`src/rtl/gpt_pkg.sv`:
```
package gpt_pkg;
  localparam int AW     = 4;
  localparam int CTRL_W = 10;

  localparam logic [AW-1:0] A_ILD    = 4'd0;
  localparam logic [AW-1:0] A_PLD    = 4'd1;
  localparam logic [AW-1:0] A_CNT_T  = 4'd2;
  localparam logic [AW-1:0] A_CNT_P  = 4'd3;
  localparam logic [AW-1:0] A_MAT_T  = 4'd4;
  localparam logic [AW-1:0] A_MAT_P  = 4'd5;
  localparam logic [AW-1:0] A_CTRL   = 4'd6;
  localparam logic [AW-1:0] A_IMASK  = 4'd7;
  localparam logic [AW-1:0] A_ICLR   = 4'd8;
  localparam logic [AW-1:0] A_SNAP_T = 4'd9;
  localparam logic [AW-1:0] A_SNAP_P = 4'd10;

  // first field is the most significant bit; enable sits at bit 0
  typedef struct packed {
    logic adc_te;
    logic rtc_ovr;
    logic stall;
    logic mdefer;
    logic ldefer;
    logic mie;
    logic snap;
    logic periodic;
    logic up;
    logic en;
  } ctrl_t;
endpackage

```
`src/rtl/gpt_regs.sv`:
```
module gpt_regs import gpt_pkg::*; #(
  parameter int TW = 16,
  parameter int PW = 8,
  localparam int CW = TW + PW
) (
  input  logic          clk,
  input  logic          rst_n,
  input  logic          wr_en,
  input  logic [AW-1:0] wr_addr,
  input  logic [TW-1:0] wr_data,
  input  logic          to_evt,
  output ctrl_t         ctrl,
  output logic [1:0]    imask,
  output logic [1:0]    iclr,
  output logic [CW-1:0] ld_val,
  output logic [CW-1:0] ld_next,
  output logic          force_ld,
  output logic [CW-1:0] mat_val,
  output logic [CW-1:0] mat_pend,
  output logic [1:0]    val_wr
);
  logic [TW-1:0] ild_q, mt_pend_q, mt_cur_q;
  logic [PW-1:0] pld_q, mp_pend_q, mp_cur_q;
  logic wr_ild, wr_pld, wr_mt, wr_mp, wr_ctrl, wr_mask, wr_clr;

  assign wr_ild  = wr_en && (wr_addr == A_ILD);
  assign wr_pld  = wr_en && (wr_addr == A_PLD);
  assign wr_mt   = wr_en && (wr_addr == A_MAT_T);
  assign wr_mp   = wr_en && (wr_addr == A_MAT_P);
  assign wr_ctrl = wr_en && (wr_addr == A_CTRL);
  assign wr_mask = wr_en && (wr_addr == A_IMASK);
  assign wr_clr  = wr_en && (wr_addr == A_ICLR);

  assign val_wr   = {wr_en && (wr_addr == A_CNT_P), wr_en && (wr_addr == A_CNT_T)};
  assign iclr     = wr_clr ? wr_data[1:0] : 2'b00;
  assign ld_val   = {pld_q, ild_q};
  assign ld_next  = {wr_pld ? wr_data[PW-1:0] : pld_q, wr_ild ? wr_data : ild_q};
  assign force_ld = (wr_ild || wr_pld) && !ctrl.up && !ctrl.ldefer;
  assign mat_val  = {mp_cur_q, mt_cur_q};
  assign mat_pend = {mp_pend_q, mt_pend_q};

  always_ff @(posedge clk or negedge rst_n) begin
    if (!rst_n) begin
      ild_q     <= '0;
      pld_q     <= '0;
      mt_pend_q <= '0;
      mp_pend_q <= '0;
      mt_cur_q  <= '0;
      mp_cur_q  <= '0;
      ctrl      <= '0;
      imask     <= '0;
    end else begin
      if (wr_ild)  ild_q     <= wr_data;
      if (wr_pld)  pld_q     <= wr_data[PW-1:0];
      if (wr_mt)   mt_pend_q <= wr_data;
      if (wr_mp)   mp_pend_q <= wr_data[PW-1:0];
      if (wr_mask) imask     <= wr_data[1:0];
      if (!ctrl.mdefer) begin
        if (wr_mt) mt_cur_q <= wr_data;
        if (wr_mp) mp_cur_q <= wr_data[PW-1:0];
      end else if (to_evt) begin
        mt_cur_q <= mt_pend_q;
        mp_cur_q <= mp_pend_q;
      end
      if (wr_ctrl)                          ctrl    <= ctrl_t'(wr_data[CTRL_W-1:0]);
      else if (to_evt && !ctrl.periodic)    ctrl.en <= 1'b0;
    end
  end

  AST_ONESHOT_STOP: assert property (@(posedge clk) disable iff (!rst_n)
    (to_evt && !ctrl.periodic && !wr_ctrl) |=> !ctrl.en);
  AST_MATCH_DEFER: assert property (@(posedge clk) disable iff (!rst_n)
    (ctrl.mdefer && !to_evt) |=> $stable(mat_val));
endmodule

```
`src/rtl/gpt_core.sv`:
```
module gpt_core #(
  parameter int TW = 16,
  parameter int PW = 8,
  localparam int CW = TW + PW
) (
  input  logic          clk,
  input  logic          rst_n,
  input  logic          en,
  input  logic          up,
  input  logic          periodic,
  input  logic          snap_en,
  input  logic          mie,
  input  logic          stall,
  input  logic          rtc_ovr,
  input  logic          dbg_halt,
  input  logic [CW-1:0] ld_val,
  input  logic [CW-1:0] ld_next,
  input  logic          force_ld,
  input  logic [CW-1:0] mat_val,
  input  logic [1:0]    val_wr,
  input  logic [TW-1:0] wr_data,
  output logic [CW-1:0] cnt,
  output logic [CW-1:0] snap,
  output logic          to_evt,
  output logic          mt_evt
);
  logic          frozen, active, at_end;
  logic [CW-1:0] cnt_d;

  assign frozen = stall && !rtc_ovr && dbg_halt;
  assign active = en && !frozen;
  assign at_end = up ? (cnt == ld_val) : (cnt == '0);
  assign to_evt = active && at_end;
  assign mt_evt = active && mie && (cnt == mat_val);

  always_comb begin
    cnt_d = cnt;
    if (to_evt)      cnt_d = up ? '0 : ld_val;
    else if (active) cnt_d = up ? cnt + CW'(1) : cnt - CW'(1);
    if (force_ld)    cnt_d = ld_next;
    if (val_wr[0])   cnt_d[TW-1:0]  = wr_data;
    if (val_wr[1])   cnt_d[CW-1:TW] = wr_data[PW-1:0];
  end

  always_ff @(posedge clk or negedge rst_n) begin
    if (!rst_n) begin
      cnt  <= '0;
      snap <= '0;
    end else begin
      cnt <= cnt_d;
      if (to_evt && periodic && snap_en) snap <= cnt;
    end
  end

  AST_DOWN_RELOAD: assert property (@(posedge clk) disable iff (!rst_n)
    (to_evt && !up && !force_ld && (val_wr == 2'b00)) |=> (cnt == $past(ld_val)));
  AST_UP_ZERO: assert property (@(posedge clk) disable iff (!rst_n)
    (to_evt && up && !force_ld && (val_wr == 2'b00)) |=> (cnt == '0));
  AST_SNAP_ONESHOT: assert property (@(posedge clk) disable iff (!rst_n)
    !periodic |=> $stable(snap));
  AST_FORCE_LOAD: assert property (@(posedge clk) disable iff (!rst_n)
    (force_ld && (val_wr == 2'b00)) |=> (cnt == $past(ld_next)));
  AST_FREEZE: assert property (@(posedge clk) disable iff (!rst_n)
    (stall && !rtc_ovr && dbg_halt && !force_ld && (val_wr == 2'b00)) |=> $stable(cnt));
endmodule

```
`src/rtl/gpt_irq.sv`:
```
module gpt_irq #(
  parameter int NCH = 2
) (
  input  logic           clk,
  input  logic           rst_n,
  input  logic [NCH-1:0] evt,
  input  logic [NCH-1:0] clr,
  input  logic [NCH-1:0] mask,
  input  logic           adc_en,
  output logic [NCH-1:0] raw,
  output logic [NCH-1:0] masked,
  output logic           adc_trig
);
  always_ff @(posedge clk or negedge rst_n) begin
    if (!rst_n) begin
      raw      <= '0;
      adc_trig <= 1'b0;
    end else begin
      raw      <= evt | (raw & ~clr);
      adc_trig <= evt[0] && adc_en && !adc_trig;
    end
  end

  for (genvar ch = 0; ch < NCH; ch++) begin : g_ch
    assign masked[ch] = raw[ch] & mask[ch];

    AST_SET_WINS: assert property (@(posedge clk) disable iff (!rst_n)
      evt[ch] |=> raw[ch]);
    AST_STICKY: assert property (@(posedge clk) disable iff (!rst_n)
      (raw[ch] && !clr[ch]) |=> raw[ch]);
  end

  AST_ADC_SRC: assert property (@(posedge clk) disable iff (!rst_n)
    adc_trig |-> $past(evt[0] && adc_en));
endmodule

```
`src/rtl/gp_interval_timer.sv`:
```
module gp_interval_timer import gpt_pkg::*; #(
  parameter int TW = 16,
  parameter int PW = 8,
  localparam int CW = TW + PW
) (
  input  logic          clk,
  input  logic          rst_n,
  input  logic          wr_en,
  input  logic [AW-1:0] wr_addr,
  input  logic [TW-1:0] wr_data,
  input  logic [AW-1:0] rd_addr,
  output logic [TW-1:0] rd_data,
  input  logic          dbg_halt,
  output logic          to_raw,
  output logic          to_masked,
  output logic          match_raw,
  output logic          match_masked,
  output logic          adc_trig
);
  ctrl_t             ctrl;
  logic [CTRL_W-1:0] ctrl_bits;
  logic [1:0]        imask, iclr, val_wr, raw, masked;
  logic [CW-1:0]     ld_val, ld_next, mat_val, mat_pend, cnt, snap;
  logic              force_ld, to_evt, mt_evt;

  gpt_regs #(.TW(TW), .PW(PW)) u_regs (
    .clk(clk), .rst_n(rst_n), .wr_en(wr_en), .wr_addr(wr_addr), .wr_data(wr_data),
    .to_evt(to_evt), .ctrl(ctrl), .imask(imask), .iclr(iclr),
    .ld_val(ld_val), .ld_next(ld_next), .force_ld(force_ld),
    .mat_val(mat_val), .mat_pend(mat_pend), .val_wr(val_wr)
  );

  gpt_core #(.TW(TW), .PW(PW)) u_core (
    .clk(clk), .rst_n(rst_n), .en(ctrl.en), .up(ctrl.up), .periodic(ctrl.periodic),
    .snap_en(ctrl.snap), .mie(ctrl.mie), .stall(ctrl.stall), .rtc_ovr(ctrl.rtc_ovr),
    .dbg_halt(dbg_halt), .ld_val(ld_val), .ld_next(ld_next), .force_ld(force_ld),
    .mat_val(mat_val), .val_wr(val_wr), .wr_data(wr_data),
    .cnt(cnt), .snap(snap), .to_evt(to_evt), .mt_evt(mt_evt)
  );

  gpt_irq #(.NCH(2)) u_irq (
    .clk(clk), .rst_n(rst_n), .evt({mt_evt, to_evt}), .clr(iclr), .mask(imask),
    .adc_en(ctrl.adc_te), .raw(raw), .masked(masked), .adc_trig(adc_trig)
  );

  assign to_raw       = raw[0];
  assign match_raw    = raw[1];
  assign to_masked    = masked[0];
  assign match_masked = masked[1];
  assign ctrl_bits    = ctrl;

  always_comb begin
    case (rd_addr)
      A_ILD:    rd_data = ld_val[TW-1:0];
      A_PLD:    rd_data = TW'(ld_val[CW-1:TW]);
      A_CNT_T:  rd_data = cnt[TW-1:0];
      A_CNT_P:  rd_data = TW'(cnt[CW-1:TW]);
      A_MAT_T:  rd_data = mat_pend[TW-1:0];
      A_MAT_P:  rd_data = TW'(mat_pend[CW-1:TW]);
      A_CTRL:   rd_data = TW'(ctrl_bits);
      A_IMASK:  rd_data = TW'(imask);
      A_SNAP_T: rd_data = snap[TW-1:0];
      A_SNAP_P: rd_data = TW'(snap[CW-1:TW]);
      default:  rd_data = '0;
    endcase
  end

  AST_MATCH_GATED: assert property (@(posedge clk) disable iff (!rst_n)
    $rose(match_raw) |-> $past(ctrl.mie));
endmodule

```
`config.mk`:
```
export PLATFORM = sky130hd
export DESIGN_NAME = gp_interval_timer
export DESIGN_NICKNAME = d
export VERILOG_FILES = /design/src/rtl/gpt_pkg.sv /design/src/rtl/gpt_regs.sv /design/src/rtl/gpt_core.sv /design/src/rtl/gpt_irq.sv /design/src/rtl/gp_interval_timer.sv
export SDC_FILE = /design/constraint.sdc
export NUM_CORES = 1
export LEC_CHECK = 0
export ABC_AREA = 1
export BUFFER_PORTS_ARGS = -buffer_cell sky130_fd_sc_hd__buf_2
export CORE_MARGIN = 2
export CORE_UTILIZATION = 50
export DETAILED_ROUTE_END_ITERATION = 10
export GPL_TIMING_DRIVEN = 0
export PLACE_DENSITY = 0.73
export SYNTH_ARGS = -nofsm -noshare
export SYNTH_HDL_FRONTEND = slang
export SYNTH_SLANG_ARGS = --single-unit
```
`constraint.sdc`:
```
create_clock -name clk -period 7.53 [get_ports clk]
set_input_delay 1.1295 -clock clk [delete_from_list [all_inputs] [get_ports clk]]
set_output_delay 1.1295 -clock clk [all_outputs]
set_load 0.005 [all_outputs]
```
==> results.py, run 1 <==
metrics = {
    "final_layout": {
        "num_antenna_cells": 0,
        "stdcell_count": 1648,
        "drive_gt1_share_pct": 8.74,
        "fillers": 1721,
        "fin_area_sq_um": 10100,
        "synthToLayoutAreaGrowth_pct": 12.6,
        "final_nets": 1457,
    },
    "yosys": {
        "yosysUniqueCellTypes": 43,
        "synth_area_leader_cell": "dfrtp_1",
        "syn_area_sq_um": 9010,
        "yosysSeqAreaShare_pct": 37.5,
        "ys_seq_elements": 135,
        "ys.flop_type": "dfrtp_1",
        "ys_warn_count": 0,
        "async_reset_ff_share_pct": 100,
        "synth_edf_count": 0,
        "synth_area_leaders": "dfrtp_1 37%, nand2_1 19%, inv_1 7.0%",
        "synth_top_area_share_pct": 37.5,
        "synth_fp_nets": 1390,
        "yosysMostFrequentCell": "nand2_1",
        "synth_cells": 1339,
        "synthTopCellsByCount": "461 x nand2_1, 169 x inv_1, 135 x dfrtp_1",
        "syn-mean-instance-area_sq_um": 6.73,
    },
    "timing": {
        "fin_crit_ns": 4.87,
        "tightest_slew_ns": 0.882,
        "slew_violations": 0,
        "fmax_mhz": 205,
        "hold_viol": 0,
        "fin_skew_ns": 0.00926,
        "finalSetupTns_ns": 0,
        "worst_slack_ns": 2.66,
        "setup_viol": 0,
        "maxSlewHeadroom_pct": 41.0,
        "fin_crit_sh_pct": 64.7,
        "rsz0062_at_grt": "no",
    },
    "pwr": {
        "clkPwrFrac_pct": 21.2,
        "max-vdd-ir-drop_mv": 0.193,
        "seq_power_share_pct": 32.2,
        "combPwrFrac_pct": 46.6,
        "sw_frac_of_total_pct": 47.2,
        "switchingPower_w": 0.00186,
        "powerDensity_nw_per_um2": 389,
        "p_leak_nw": 5.28,
        "p_int_w": 0.00208,
    },
    "routing": {
        "post-route-drc-count": 0,
        "drtIter0Drc": 1304,
        "ant_nets": 0,
        "routed_via_density": 5.80,
        "vias": 9563,
        "wl_per_cell_microns": 19.4,
        "routed_wl_mm": 31.9,
        "drt_first_pass_iters": 6,
    },
    "worst_hold_path": {
        "hp-class": "reg2reg",
        "min-delay-start": "u_irq.adc_trig",
    },
    "critical_path": {
        "critPathKind": "in2out",
        "critPathMaxFanout": 9,
        "reg2reg_from": "u_regs.ctrl[1]",
        "critPathMaxStageDelay_ns": 0.67,
        "start_kind": "input port",
        "arrival_ns": 3.74,
        "crit_family": "buffers and inverters",
        "crit_path_end_kind": "output pin",
        "crit_buf_inv": 5,
        "critPathSlowestCell": "nor2_1",
        "cp.required_ns": 6.40,
        "startpoint": "rd_addr[1]",
        "crit_chain": "buf_2, inv_1, nor2_2, inv_1, nor2_1, clkinv_1, o21ai_0, a221oi_1, o21ai_0, buf_2",
    },
    "run": {
        "drv_cap": 0,
    },
    "clock_tree": {
        "clock-sinks": 135,
        "holdBufCountCts": 0,
        "cts_resized": 0,
        "clk_latency_ns": 0.44,
        "h-tree-depth": 4,
        "cts_setup_buffers": 0,
        "root_buffer": "clkbuf_16",
        "numCtsBuffers": 17,
        "cts_tree": "built",
        "path_clk_slew_ns": 0.06,
        "cts_max_path_buffers": 2,
    },
    "global_routing": {
        "grt_antenna_before_repair": 0,
        "first_global_vias": 8972,
        "grt_usage_pct": 33.9,
        "overflow": 0,
        "grt_max_degree": 84,
        "grt_pass1_wl_mm": 50.1,
    },
    "place": {
        "io_buffers": 47,
        "dpl_worst_slack_ns": 2.90,
        "place_congestion": 1.03,
        "dpl.cell_count": 1616,
        "dpl.hpwl_mm": 24.1,
        "place_area_sq_um": 9570,
    },
    "floorplan": {
        "die_w_microns": 138,
        "die_y_microns": 138,
        "rows": 49,
        "coreArea_sq_um": 17800,
        "initial_core_util_pct": 50.5,
        "num_io_pins": 49,
        "design.die.area_sq_um": 19100,
    },
    "run_status": {
        "outcome": "finished, final reports clean",
    },
}
==> routing by layer <==
metal	global-route usage, %	routed length [microns]
met1	48.2	13500
met4	14.9	1460
met3	8.69	3540
met5	0	0
met2	49.2	13400
==> metrics by stage <==
stage | total power, W | utilization [%] | hold WS, ns
2_1_floorplan | 0.00247 | - | 0.430
3_3_place_gp | 0.00302 | 53.5 | 0.454
3_5_place_dp | 0.00306 | 53.7 | 0.446
4_1_cts | 0.00390 | 56.9 | 0.461
5_1_grt | 0.00424 | 56.9 | 0.502
6_report | 0.00394 | 56.9 | 0.459
==> final timing paths <==
check / endpoint / slack [ns] / cells past startpoint
min in group asynchronous: u_regs.mp_pend_q[5] / 0.63 / 1
setup / recovery: rd_data[9] / 2.66 / 10
hold / removal: u_irq.adc_trig / 0.46 / 1
hold reg to reg: u_irq.adc_trig / 0.46 / 1
setup reg to reg: u_core.cnt[10] / 4.31 / 16
max in group asynchronous: u_irq.adc_trig / 6.10 / 2
==> power by group through the flow <==
stage	sequential (W)	combinational, W	clock (W)
finish	0.00127	0.00184	0.000836
detailed placement	0.00126	0.00179	0
global placement	0.00126	0.00176	0
CTS	0.00126	0.00181	0.000834
global route	0.00129	0.00209	0.000864
floorplan	0.00113	0.00134	0
==> state kept, by name, indices dropped and copies added (netlist names) <==
signal and flops:
u_core.cnt 24, u_core.snap 24, u_regs.ild_q 16, u_regs.mt_cur_q 16, u_regs.mt_pend_q 16, u_regs.ctrl 10, u_regs.mp_cur_q 8, u_regs.mp_pend_q 8
u_regs.pld_q 8, u_irq.raw 2, u_regs.imask 2, u_irq.adc_trig 1
==> final cells by class <==
type / instances / area [sq um] / area share [%]
repair buffers: 48 / 269 / 2.65
multi-input cells: 976 / 4750 / 46.8
inverters: 187 / 702 / 6.92
flip-flops and latches: 135 / 3380 / 33.3
plain buffers: 41 / 189 / 1.86
clock buffers: 20 / 447 / 4.40
well taps: 229 / 287 / 2.82
clock inverters: 12 / 129 / 1.27
==> cell usage in the layout (no fill, tap or decap), types with 7 or more instances in the layout <==
cell       netlist  routed
a21oi_1         64      64
a221oi_1        11      11
a32o_1           7       7
buf_2            9      55
clkbuf_1        28      29
clkbuf_16        0      17
dfrtp_1        135     135
ha_1            22      22
inv_1          169     169
inv_2           16      16
nand2_1        461     461
nand3_1         54      54
nand4_1          9       9
nor2_1          95      95
nor3_1           9       9
o2111ai_1       14      14
o21ai_0        114     114
o21ai_1         34      34
o22ai_1         22      22
xnor2_1          8       8
xor2_1          16      16
==> logic make-up (layout without fill, tap and decap cells) <==
logic type	after synthesis	after routing	synth area share, %
fa+ha+maj	23	23	3.28
simple gates	643	643	28.8
xor+xnor	24	24	2.33
compound gates	286	286	18.3
flops	135	135	37.5
buf+inv	228	308	9.87
No activity file was read; power rests on OpenSTA's default activity.
==> run 2, diff against run 1 <==
Settings changed: PLACE_DENSITY 0.73 to 0.76.
Clock period 7.53 ns to 3.9 ns, I/O delays scaled along.
==> run 2 against run 1 <==
Effect of this change: clock skew hardly changed; cell count unchanged; clock power is 97% higher; critical path type unchanged; largest power group unchanged.
==> results.py, run 2 (synthesis results as in run 1) <==
metrics = {
    "pwr": {
        "powerDensity_nw_per_um2": 753,
        "p_int_w": 0.00406,
        "max-vdd-ir-drop_mv": 0.410,
        "clkPwrFrac_pct": 21.6,
        "sw_frac_of_total_pct": 47.0,
        "combPwrFrac_pct": 46.4,
        "seq_power_share_pct": 32.0,
        "switchingPower_w": 0.00360,
        "p_leak_nw": 5.28,
    },
    "final_layout": {
        "fillers": 1696,
        "final_nets": 1457,
        "num_antenna_cells": 0,
        "fin_area_sq_um": 10200,
        "drive_gt1_share_pct": 8.81,
        "mostFrequentLayoutCells": "461 x nand2_1, 169 x inv_1, 135 x dfrtp_1",
        "synthToLayoutAreaGrowth_pct": 12.8,
        "layout_commonest_cell": "nand2_1",
        "stdcell_count": 1648,
        "biggestRegsByFlops": "u_core.cnt (24), u_core.snap (24)",
    },
    "clock_tree": {
        "cts_max_path_buffers": 2,
        "holdBufCountCts": 0,
        "path_clk_slew_ns": 0.06,
        "cts_tree": "built",
        "h-tree-depth": 4,
        "clock-sinks": 135,
        "root_buffer": "clkbuf_16",
        "clk_latency_ns": 0.44,
        "numCtsBuffers": 17,
    },
    "timing": {
        "hold_viol": 0,
        "setup_viol": 0,
        "fin_crit_sh_pct": 86.7,
        "fin_skew_ns": 0.00943,
        "tightest_slew_ns": 0.841,
        "fin_crit_ns": 3.38,
        "finalSetupTns_ns": 0,
        "maxSlewHeadroom_pct": 43.7,
        "rsz0062_at_grt": "no",
        "fmax_mhz": 296,
        "slew_violations": 0,
    },
    "global_routing": {
        "grt_antenna_before_repair": 0,
        "overflow": 0,
        "grt_usage_pct": 33.4,
        "grt_max_degree": 76,
        "first_global_vias": 8840,
        "grt_pass1_wl_mm": 49.4,
    },
    "floorplan": {
        "design.die.area_sq_um": 19100,
        "die_w_microns": 138,
        "die_y_microns": 138,
        "initial_core_util_pct": 50.5,
        "rows": 49,
        "coreArea_sq_um": 17800,
        "num_io_pins": 49,
    },
    "critical_path": {
        "cp.required_ns": 3.31,
        "crit_chain": "buf_2, inv_1, nor2_2, inv_1, nor2_2, clkinv_1, o21ai_0, a221oi_1, o21ai_0, buf_2",
        "crit_buf_inv": 5,
        "critPathMaxFanout": 9,
        "crit_family": "buffers and inverters",
        "critPathSlowestCell": "clkinv_1",
        "arrival_ns": 2.80,
        "critPathKind": "in2out",
        "crit_path_end_kind": "output pin",
        "critPathMaxStageDelay_ns": 0.46,
        "start_kind": "input port",
    },
    "routing": {
        "ant_nets": 0,
        "routed_via_density": 5.83,
        "drtIter0Drc": 1194,
        "vias": 9601,
        "drt_first_pass_iters": 5,
        "routed_wl_mm": 31.6,
        "wl_per_cell_microns": 19.2,
        "post-route-drc-count": 0,
    },
    "place": {
        "place_area_sq_um": 9570,
        "io_buffers": 47,
        "dpl.hpwl_mm": 24.0,
        "place_congestion": 1.01,
        "dpl.cell_count": 1616,
    },
    "worst_hold_path": {
        "hp-class": "in2async",
    },
    "run": {
        "drv_cap": 0,
    },
    "run_status": {
        "outcome": "finished, final reports clean",
    },
}
## run 2: final cells by class
cell class              count  area [sq um]  share of cell area (%)
multi-input cells         976          4750                    46.7
flip-flops and latches    135          3380                    33.2
inverters                 187           702                    6.90
clock buffers              22           474                    4.66
well taps                 229           287                    2.82
repair buffers             48           269                    2.65
plain buffers              41           189                    1.86
clock inverters            10           121                    1.19
## run 2: routing by layer
layer	up-vias	share of wire, %	GRT usage, %
li1	4487	-	-
met1	4412	42	47.1
met2	598	42	49.4
met3	104	11	8.42
met4	0	4.2	13.9
met5	-	0	0
## run 2: path summary, 6_finish.rpt
check | from | cells after the start | endpoint | slack (ns)
max | rd_addr[1] | 10 | rd_data[9] | 0.52
min in group clk | wr_data[0] | 3 | u_regs.imask[0] | 0.39
max in group asynchronous | rst_n | 2 | u_core.cnt[15] | 2.97
min reg2reg | u_irq.adc_trig | 1 | u_irq.adc_trig | 0.46
min | rst_n | 1 | u_core.snap[1] | 0.12
max reg2reg | u_regs.ctrl[1] | 17 | u_core.cnt[14] | 0.69
## run 2: power by group through the flow
stage	clock network [W]	logic (W)	registers, W
finish	0.00165	0.00356	0.00245
global route	0.00171	0.00402	0.00248
CTS	0.00164	0.00349	0.00242
detailed placement	0	0.00346	0.00244
global placement	0	0.00339	0.00243
floorplan	0	0.00259	0.00218
## run 2: timing repair
action,CTS,global route
gates resized for setup,0,1
endpoints found under the setup margin,0,2
buffers inserted,0,0
## run 2: metrics by stage
stage / power, W / setup WS (ns) / hold WS [ns] / utilization, %
floorplan: 0.00477 / 1.08 / 0.289 / -
global placement: 0.00582 / 0.165 / 0.455 / 53.5
detailed placement: 0.00590 / 0.348 / 0.447 / 53.7
CTS: 0.00755 / 0.340 / 0.151 / 57.0
global route: 0.00821 / 0.318 / 0.172 / 57.0
finish: 0.00766 / 0.520 / 0.122 / 57.0
==> run 3, diff against run 2 <==
Settings changed: CORE_UTILIZATION 50 to 55, PLACE_DENSITY 0.76 to 0.82.
==> run 3 against run 2 <==
Effect of this change: worst setup slack got worse by 0.39 ns; clock power barely moved; die area fell by 8.8%; clock skew fell by 0.00079 ns; critical path depth did not move.
==> results.py, run 3 (synthesis results as in run 1) <==
metrics = {
    "worst_hold_path": {
        "hp-class": "in2async",
    },
    "global_routing": {
        "grt_antenna_before_repair": 0,
        "grt_max_degree": 92,
        "grt_usage_pct": 37.9,
        "overflow": 0,
        "first_global_vias": 9165,
        "grt_pass1_wl_mm": 50.9,
    },
    "final_layout": {
        "biggestRegsByFlops": "u_core.cnt (24), u_core.snap (24)",
        "num_antenna_cells": 0,
        "fin_util_pct": 63.7,
        "stdcell_count": 1635,
        "final_nets": 1457,
        "drive_gt1_share_pct": 8.81,
        "synthToLayoutAreaGrowth_pct": 12.6,
        "layout_commonest_cell": "nand2_1",
        "mostFrequentLayoutCells": "461 x nand2_1, 169 x inv_1, 135 x dfrtp_1",
    },
    "routing": {
        "routed_wl_mm": 32.5,
        "routed_via_density": 6.03,
        "drtIter0Drc": 1402,
        "ant_nets": 0,
        "wl_per_cell_microns": 19.8,
        "drt_first_pass_iters": 7,
        "post-route-drc-count": 0,
        "vias": 9863,
    },
    "timing": {
        "fin_crit_ns": 3.77,
        "slew_violations": 0,
        "finalSetupTns_ns": 0,
        "setup_viol": 0,
        "rsz0062_at_grt": "no",
        "fmax_mhz": 265,
        "hold_viol": 0,
        "fin_crit_sh_pct": 96.7,
        "maxSlewHeadroom_pct": 39.4,
        "tightest_slew_ns": 0.905,
        "fin_skew_ns": 0.00863,
    },
    "pwr": {
        "p_leak_nw": 5.30,
        "powerDensity_nw_per_um2": 760,
        "max-vdd-ir-drop_mv": 0.431,
    },
    "place": {
        "dpl.cell_count": 1603,
        "dpl.hpwl_mm": 24.2,
        "place_congestion": 1.01,
        "io_buffers": 47,
    },
    "clock_tree": {
        "holdBufCountCts": 0,
        "clk_latency_ns": 0.43,
        "numCtsBuffers": 17,
        "root_buffer": "clkbuf_16",
        "path_clk_slew_ns": 0.06,
        "cts_resized": 0,
        "h-tree-depth": 4,
        "cts_setup_buffers": 0,
        "cts_tree": "built",
        "cts_max_path_buffers": 2,
        "clock-sinks": 135,
    },
    "critical_path": {
        "cp.required_ns": 3.31,
        "start_kind": "input port",
        "crit_path_end_kind": "output pin",
        "arrival_ns": 3.19,
        "critPathKind": "in2out",
        "critPathMaxFanout": 9,
    },
    "run_status": {
        "outcome": "finished, final reports clean",
    },
    "floorplan": {
        "coreArea_sq_um": 15900,
        "design.die.area_sq_um": 17400,
        "die_y_microns": 132,
        "rows": 46,
        "die_w_microns": 132,
        "num_io_pins": 49,
        "initial_core_util_pct": 56.5,
    },
    "run": {
        "drv_cap": 0,
    },
}
-- run 3: changes by cell type in the layout (fill, tap and decap cells not counted), sizes merged --
| cell | delta |
|---|---|
| clkinv | +3 |
| inv | +1 |
| clkbuf | -1 |
| clkinvlp | -3 |
-- run 3: path summary, 6_finish.rpt --
kind / end / slack [ns] / cells after the start / startpoint
min in group clk: u_regs.ctrl[9] / 0.44 / 3 / wr_data[9]
setup / recovery: rd_data[9] / 0.13 / 10 / rd_addr[1]
setup reg to reg: u_core.cnt[14] / 0.67 / 15 / u_regs.ctrl[1]
hold reg to reg: u_irq.adc_trig / 0.47 / 1 / u_irq.adc_trig
hold / removal: u_core.snap[17] / 0.09 / 1 / rst_n
max in group asynchronous: u_regs.ild_q[8] / 2.99 / 2 / rst_n
-- run 3: power by group --
| group | internal [W] | leakage (nW) | switching (W) |
|---|---|---|---|
| Sequential | 0.00184 | 1.71 | 0.000610 |
| Clock | 0.000992 | 0.293 | 0.000647 |
| Combinational | 0.00123 | 3.29 | 0.00239 |
| Total | 0.00406 | 5.30 | 0.00365 |
-- run 3: through the flow --
stage          area (sq um)  power, W  setup WS, ns  hold slack, ns
2_1_floorplan          9010   0.00477          1.08           0.289
3_3_place_gp           9520   0.00583         0.157           0.451
3_5_place_dp           9560   0.00592         0.334           0.446
4_1_cts               10100   0.00757         0.347           0.114
5_1_grt               10100   0.00824         0.138           0.125
6_report              10100   0.00771         0.129          0.0946
-- run 3: per-layer routing --
layer	up-vias	part of all wire (%)	global-route usage (%)
met5	-	0	0
met4	0	5.0	15.9
met3	128	13	10.1
met2	704	42	56.5
met1	4560	39	52.1
li1	4471	-	-
-- run 3: area by class of cell --
type                       instances  area (sq um)
buffer                            41           189
clock buffer                      21           470
clock inverter                    11           123
fill                            1500          5790
inverter                         187           702
multi-input combinational        976          4750
sequential                       135          3380
tap                              216           270
timing repair buffer              48           269
-- run 3: worst max-delay path, stage by stage --
cell,delay [ns]
buf_2,0.10
inv_1,0.05
nor2_2,0.31
inv_1,0.11
nor2_1,0.68
clkinv_1,0.57
o21ai_0,0.35
a221oi_1,0.08
o21ai_0,0.17
buf_2,0.17
